===== src/rtl/adc_frame_rx_pkg.sv =====
package adc_frame_rx_pkg;
    typedef enum logic [1:0] {
        ST_IDLE  = 2'd0,
        ST_SHIFT = 2'd1,
        ST_PAD   = 2'd2
    } seq_state_t;
endpackage


===== src/rtl/adc_frame_seq.sv =====
module adc_frame_seq
    import adc_frame_rx_pkg::*;
#(
    parameter int CLK_DIV     = 4,
    parameter int FRAME_SLOTS = 64,
    parameter int DATA_BITS   = 48
) (
    input  logic clk,
    input  logic rst,
    output logic bclk_o,
    output logic fsync_o,
    output logic sample_en,
    output logic last_en
);
    localparam int HALF  = CLK_DIV / 2;
    localparam int PH_W  = (CLK_DIV > 2) ? $clog2(CLK_DIV) : 1;
    localparam int SL_W  = $clog2(FRAME_SLOTS);

    seq_state_t       st_q, st_n;
    logic [PH_W-1:0]  ph_q, ph_n;
    logic [SL_W-1:0]  slot_q, slot_n;
    logic             slot_end;

    assign slot_end  = (ph_q == PH_W'(CLK_DIV - 1));
    assign sample_en = (st_q == ST_SHIFT) && (ph_q == PH_W'(HALF - 1));
    assign last_en   = sample_en && (slot_q == SL_W'(DATA_BITS - 1));

    always_comb begin
        st_n   = st_q;
        ph_n   = slot_end ? '0 : ph_q + 1'b1;
        slot_n = slot_q;
        unique case (st_q)
            ST_IDLE: begin
                st_n   = ST_SHIFT;
                ph_n   = '0;
                slot_n = '0;
            end
            ST_SHIFT: begin
                if (slot_end) begin
                    slot_n = slot_q + 1'b1;
                    if (slot_q == SL_W'(DATA_BITS - 1)) st_n = ST_PAD;
                end
            end
            ST_PAD: begin
                if (slot_end) begin
                    if (slot_q == SL_W'(FRAME_SLOTS - 1)) begin
                        slot_n = '0;
                        st_n   = ST_SHIFT;
                    end else begin
                        slot_n = slot_q + 1'b1;
                    end
                end
            end
            default: st_n = ST_IDLE;
        endcase
    end

    always_ff @(posedge clk) begin
        if (rst) begin
            st_q   <= ST_IDLE;
            ph_q   <= '0;
            slot_q <= '0;
        end else begin
            st_q   <= st_n;
            ph_q   <= ph_n;
            slot_q <= slot_n;
        end
    end

    always_ff @(posedge clk) begin
        if (rst) begin
            bclk_o  <= 1'b0;
            fsync_o <= 1'b0;
        end else begin
            bclk_o  <= (st_n != ST_IDLE) && (ph_n < PH_W'(HALF));
            fsync_o <= (st_n == ST_SHIFT) && (slot_n == '0);
        end
    end

    a_r3_fsync_with_bclk: assert property (@(posedge clk) disable iff (rst)
        $rose(fsync_o) |-> $rose(bclk_o));
    a_r2_fsync_held: assert property (@(posedge clk) disable iff (rst)
        $rose(fsync_o) |=> fsync_o);
    a_r4_sample_on_fall: assert property (@(posedge clk) disable iff (rst)
        sample_en |=> $fell(bclk_o));
endmodule


===== src/rtl/adc_frame_deser.sv =====
module adc_frame_deser #(
    parameter int DATA_BITS = 48
) (
    input  logic                 clk,
    input  logic                 rst,
    input  logic                 sdata_i,
    input  logic                 sample_en,
    input  logic                 last_en,
    output logic [DATA_BITS-1:0] samples_o,
    output logic                 valid_o
);
    logic [DATA_BITS-1:0] shift_q;
    logic [DATA_BITS-1:0] shift_n;

    assign shift_n = {shift_q[DATA_BITS-2:0], sdata_i};

    always_ff @(posedge clk) begin
        if (rst) begin
            shift_q   <= '0;
            samples_o <= '0;
            valid_o   <= 1'b0;
        end else begin
            valid_o <= last_en;
            if (sample_en) shift_q <= shift_n;
            if (last_en) samples_o <= shift_n;
        end
    end

    a_r6_valid_single: assert property (@(posedge clk) disable iff (rst)
        valid_o |=> !valid_o);
    a_r6_hold_between: assert property (@(posedge clk) disable iff (rst)
        !valid_o |-> $stable(samples_o) or $past(rst));
endmodule


===== src/rtl/adc_frame_rx.sv =====
module adc_frame_rx #(
    parameter int CLK_DIV     = 4,
    parameter int FRAME_SLOTS = 64,
    parameter int WORD_W      = 24,
    parameter int N_WORDS     = 2
) (
    input  logic                      clk,
    input  logic                      rst,
    input  logic                      sdata_i,
    output logic                      bclk_o,
    output logic                      fsync_o,
    output logic [WORD_W*N_WORDS-1:0] samples_o,
    output logic                      valid_o
);
    localparam int DATA_BITS = WORD_W * N_WORDS;

    logic sample_en;
    logic last_en;

    adc_frame_seq #(
        .CLK_DIV    (CLK_DIV),
        .FRAME_SLOTS(FRAME_SLOTS),
        .DATA_BITS  (DATA_BITS)
    ) u_seq (
        .clk      (clk),
        .rst      (rst),
        .bclk_o   (bclk_o),
        .fsync_o  (fsync_o),
        .sample_en(sample_en),
        .last_en  (last_en)
    );

    adc_frame_deser #(
        .DATA_BITS(DATA_BITS)
    ) u_deser (
        .clk      (clk),
        .rst      (rst),
        .sdata_i  (sdata_i),
        .sample_en(sample_en),
        .last_en  (last_en),
        .samples_o(samples_o),
        .valid_o  (valid_o)
    );

    a_r8_reset_idle: assert property (@(posedge clk)
        rst |=> (!bclk_o && !fsync_o && !valid_o && samples_o == '0));
endmodule


===== config.mk =====
export PLATFORM = sky130hd
export DESIGN_NAME = adc_frame_rx
export DESIGN_NICKNAME = d
export VERILOG_FILES = /design/src/rtl/adc_frame_rx_pkg.sv /design/src/rtl/adc_frame_seq.sv /design/src/rtl/adc_frame_deser.sv /design/src/rtl/adc_frame_rx.sv
export SDC_FILE = /design/constraint.sdc
export NUM_CORES = 1
export LEC_CHECK = 0
export ABC_AREA = 1
export BUFFER_PORTS_ARGS = -buffer_cell sky130_fd_sc_hd__buf_2
export CORE_ASPECT_RATIO = 0.8
export CORE_MARGIN = 5
export CORE_UTILIZATION = 45
export DETAILED_ROUTE_END_ITERATION = 10
export PLACE_DENSITY = 0.74
export SLEW_MARGIN = 20
export SYNTH_ARGS = -nofsm -noshare
export SYNTH_HDL_FRONTEND = slang
export SYNTH_HIERARCHICAL = 1
export SYNTH_SLANG_ARGS = --single-unit

===== constraint.sdc =====
create_clock -name clk -period 3.2 [get_ports clk]
set_input_delay 0.32 -clock clk [delete_from_list [all_inputs] [get_ports clk]]
set_output_delay 0.32 -clock clk [all_outputs]
set_load 0.01 [all_outputs]

==> results.yml <==
sta:
  hold_viol: 0
  finalSetupViolations: 0
  post-route-period-util_pct: 68.2
  drv_slew: 0
  finalSetupTns_ns: 0
  rsz0062_at_grt: "no"
  worstMarginPinSlew_ns: 0.957
  layout_min_cycle_time_ns: 2.18
  slew_headroom_pct: 36.2
  clock.fmax_mhz: 459
  skew_ns: 0.00344
logic_synthesis:
  synth-seq-cells: 108
  synth_edf_count: 0
  syn_area_per_cell_um2: 6.65
  synth_nets: 665
  yosys_warnings: 6
  async_flop_share_pct: 0
  synth.largest_area_cell: "dfxtp_1"
  syn_area_um2: 4380
  synthCells: 659
  yosysTopAreaCellShare_pct: 49.3
  synth_cell_types: 24
  seq_area_frac_synth_pct: 49.3
  synth_top_flop_cell: "dfxtp_1"
  synth_area_leaders: "dfxtp_1, nor2_1, nand2_1"
clocking:
  cts_tree: "yes"
  clk_pin_slew_ns: 0.07
  cts_root_buf: "clkbuf_16"
  cts_resized: 0
  numCtsBuffers: 9
  clock_latency_ns: 0.34
  clockBufferDepth: 2
  postCtsSetupBuffers: 0
  ctsHoldBuffers: 0
  clkSinkCount: 108
  htree_levels: 3
routing:
  route.detailed.drc: 0
  vias_per_cell: 4.46
  wl_um: 8130
  firstDrtPassIters: 4
  avgRoutedWirePerCell_um: 9.96
  vias: 3640
  ant_nets: 0
  first_iter_violations: 214
hold_path:
  worstHoldEndpoint: "u_deser/valid_o"
  worstHoldStart: "rst"
  hold_path.class: "input pin to register"
  min_delay_path_depth: 2
layout:
  final_common_cell: "nor2_1"
  seqCellArea_um2: 2160
  syn_to_final_growth_pct: 13.2
  fillers: 948
  fin_cells: 816
  fin_nets: 698
  multi_input_area_um2: 1810
  antenna_cells: 0
  layout_common_cells: "nor2_1, nand2_1, dfxtp_1"
  drive_gt1_share_pct: 12.1
critical_path:
  worstPathCellList: "ha_1 > nand2_1 > nor2_1 > and3_4 > nand2_1 > nand2_1 > nor2_1"
  worstSetupPathType: "register to register"
  rr_worst_depth: 7
  r2r-start: "u_seq/slot_q[0]"
  worst_path_max_delay_cell: "and3_4"
  required_ns: 3.44
  r2r-end: "u_deser/samples_o[15]"
  cp.arrival_ns: 2.42
  critPathBufInv: 0
  critPathLaunchType: "register"
  critPathMaxFanout: 97
  max_stage_delay_ns: 0.87
  crit_path_end_kind: "register"
  critPathMostFrequentCell: "nand2_1"
  worst_path_dominant_cell_family: "simple AND/OR/NAND/NOR gates"
  reg2reg_setup_slack_ns: 1.02
  crit_cells: 7
floorplan:
  initial_core_util_pct: 45.8
  die_w_um: 120
  die_h_um: 98.3
  io_pins: 54
  die_area_um2: 11800
  core_um2: 9570
  fp-row-count: 32
global_route:
  grt_use_total_pct: 14.4
  antenna_found_initial: 0
  overflow: 0
  grt_pass1_wl_um: 14100
  grt_max_degree: 98
  grt_pass1_vias: 3339
power_and_ir_drop:
  max-vdd-ir-drop_mv: 0.333
  power_density_nw_per_um2: 535
  cellLeakagePower_nw: 2.28
placement:
  io_buffers: 53
  dp_hpwl_um: 5330
  finalWeightedCongestion: 0.807
  dpl.cell_count: 800
status:
  run_status: "completed"
flow_run:
  drv_cap: 0
[stage by stage]
step                cell area (um^2)  setup slack, ns  hold WS (ns)  util, %  power (mW)
floorplan                       4380             1.66         0.391        -        1.55
finish                          4960             1.02         0.308     51.8        2.65
global placement                4660             1.18         0.444     48.7        1.57
CTS                             4960             1.03         0.301     51.8        2.69
global route                    4960            0.840         0.326     51.8        2.76
detailed placement              4660             1.05         0.460     48.7        1.58
[cells in the mapped netlist, drive strengths merged, types with 2 or more instances]
cell type	instances
a21oi	2
buf	29
clkbuf	4
dfxtp	108
ha	3
inv	67
nand2	216
nand3	7
nor2	211
nor3	2
o21ai	2
or2	2
[flip-flops by register name, summed over array words and instances, names as in the netlist]
name	count
u_seq/bclk_o	1
u_seq/fsync_o	1
u_seq/ph_q	2
u_seq/slot_q	6
u_seq/st_q	2
u_deser/shift_q	47
u_deser/valid_o	1
u_deser/samples_o	48
[worst max-delay path by stage]
stage	slack, ns	endpoint	start
3_5_place_dp	1.05	u_deser/samples_o[14]	u_seq/slot_q[0]
6_report	1.02	u_deser/samples_o[15]	u_seq/slot_q[0]
2_1_floorplan	1.66	u_deser/samples_o[18]	u_seq/slot_q[0]
4_1_cts	1.03	u_deser/samples_o[14]	u_seq/slot_q[0]
5_1_grt	0.84	u_deser/samples_o[8]	u_seq/slot_q[0]
3_3_place_gp	1.18	u_deser/samples_o[10]	u_seq/slot_q[0]
[power by group]
| group | switching, mW | internal, mW | total [mW] |
|---|---|---|---|
| sequential | 0.0164 | 1.38 | 1.39 |
| combinational | 0.0969 | 0.0534 | 0.150 |
| clock | 0.483 | 0.627 | 1.11 |
[worst reg2reg max path, stage by stage (launching register included)]
cell	delay (ns)
dfxtp_1	0.38
ha_1	0.18
nand2_1	0.10
nor2_1	0.21
and3_4	0.87
nand2_1	0.19
nand2_1	0.09
nor2_1	0.04
[routing by layer]
layer	GRT usage [%]	up-vias	wire length (um)
met5	0	-	0
met4	5.66	0	137
met3	4.69	11	383
met2	24.1	53	3680
met1	17.1	1596	3930
li1	-	1980	-
[final cells by class]
cell class	instances	share of cell area (%)
Clock buffer	10	4.82
Multi-Input combinational cell	451	36.4
Clock inverter	6	1.24
Sequential cell	108	43.6
Inverter	67	5.07
Timing Repair Buffer	55	5.90
Tap cell	119	3.00
[cells by family after synthesis]
| kind of cell | after synthesis | synth area share, % |
|---|---|---|
| AOI/OAI and AO/OA | 6 | 0.799 |
| xor gates and xnor gates | 1 | 0.200 |
| adders and majority gates | 3 | 0.856 |
| buffers and inverters | 100 | 9.79 |
| DFF | 108 | 49.3 |
| and+or+nand+nor | 441 | 39.0 |
(Power assumes the default switching activity.)
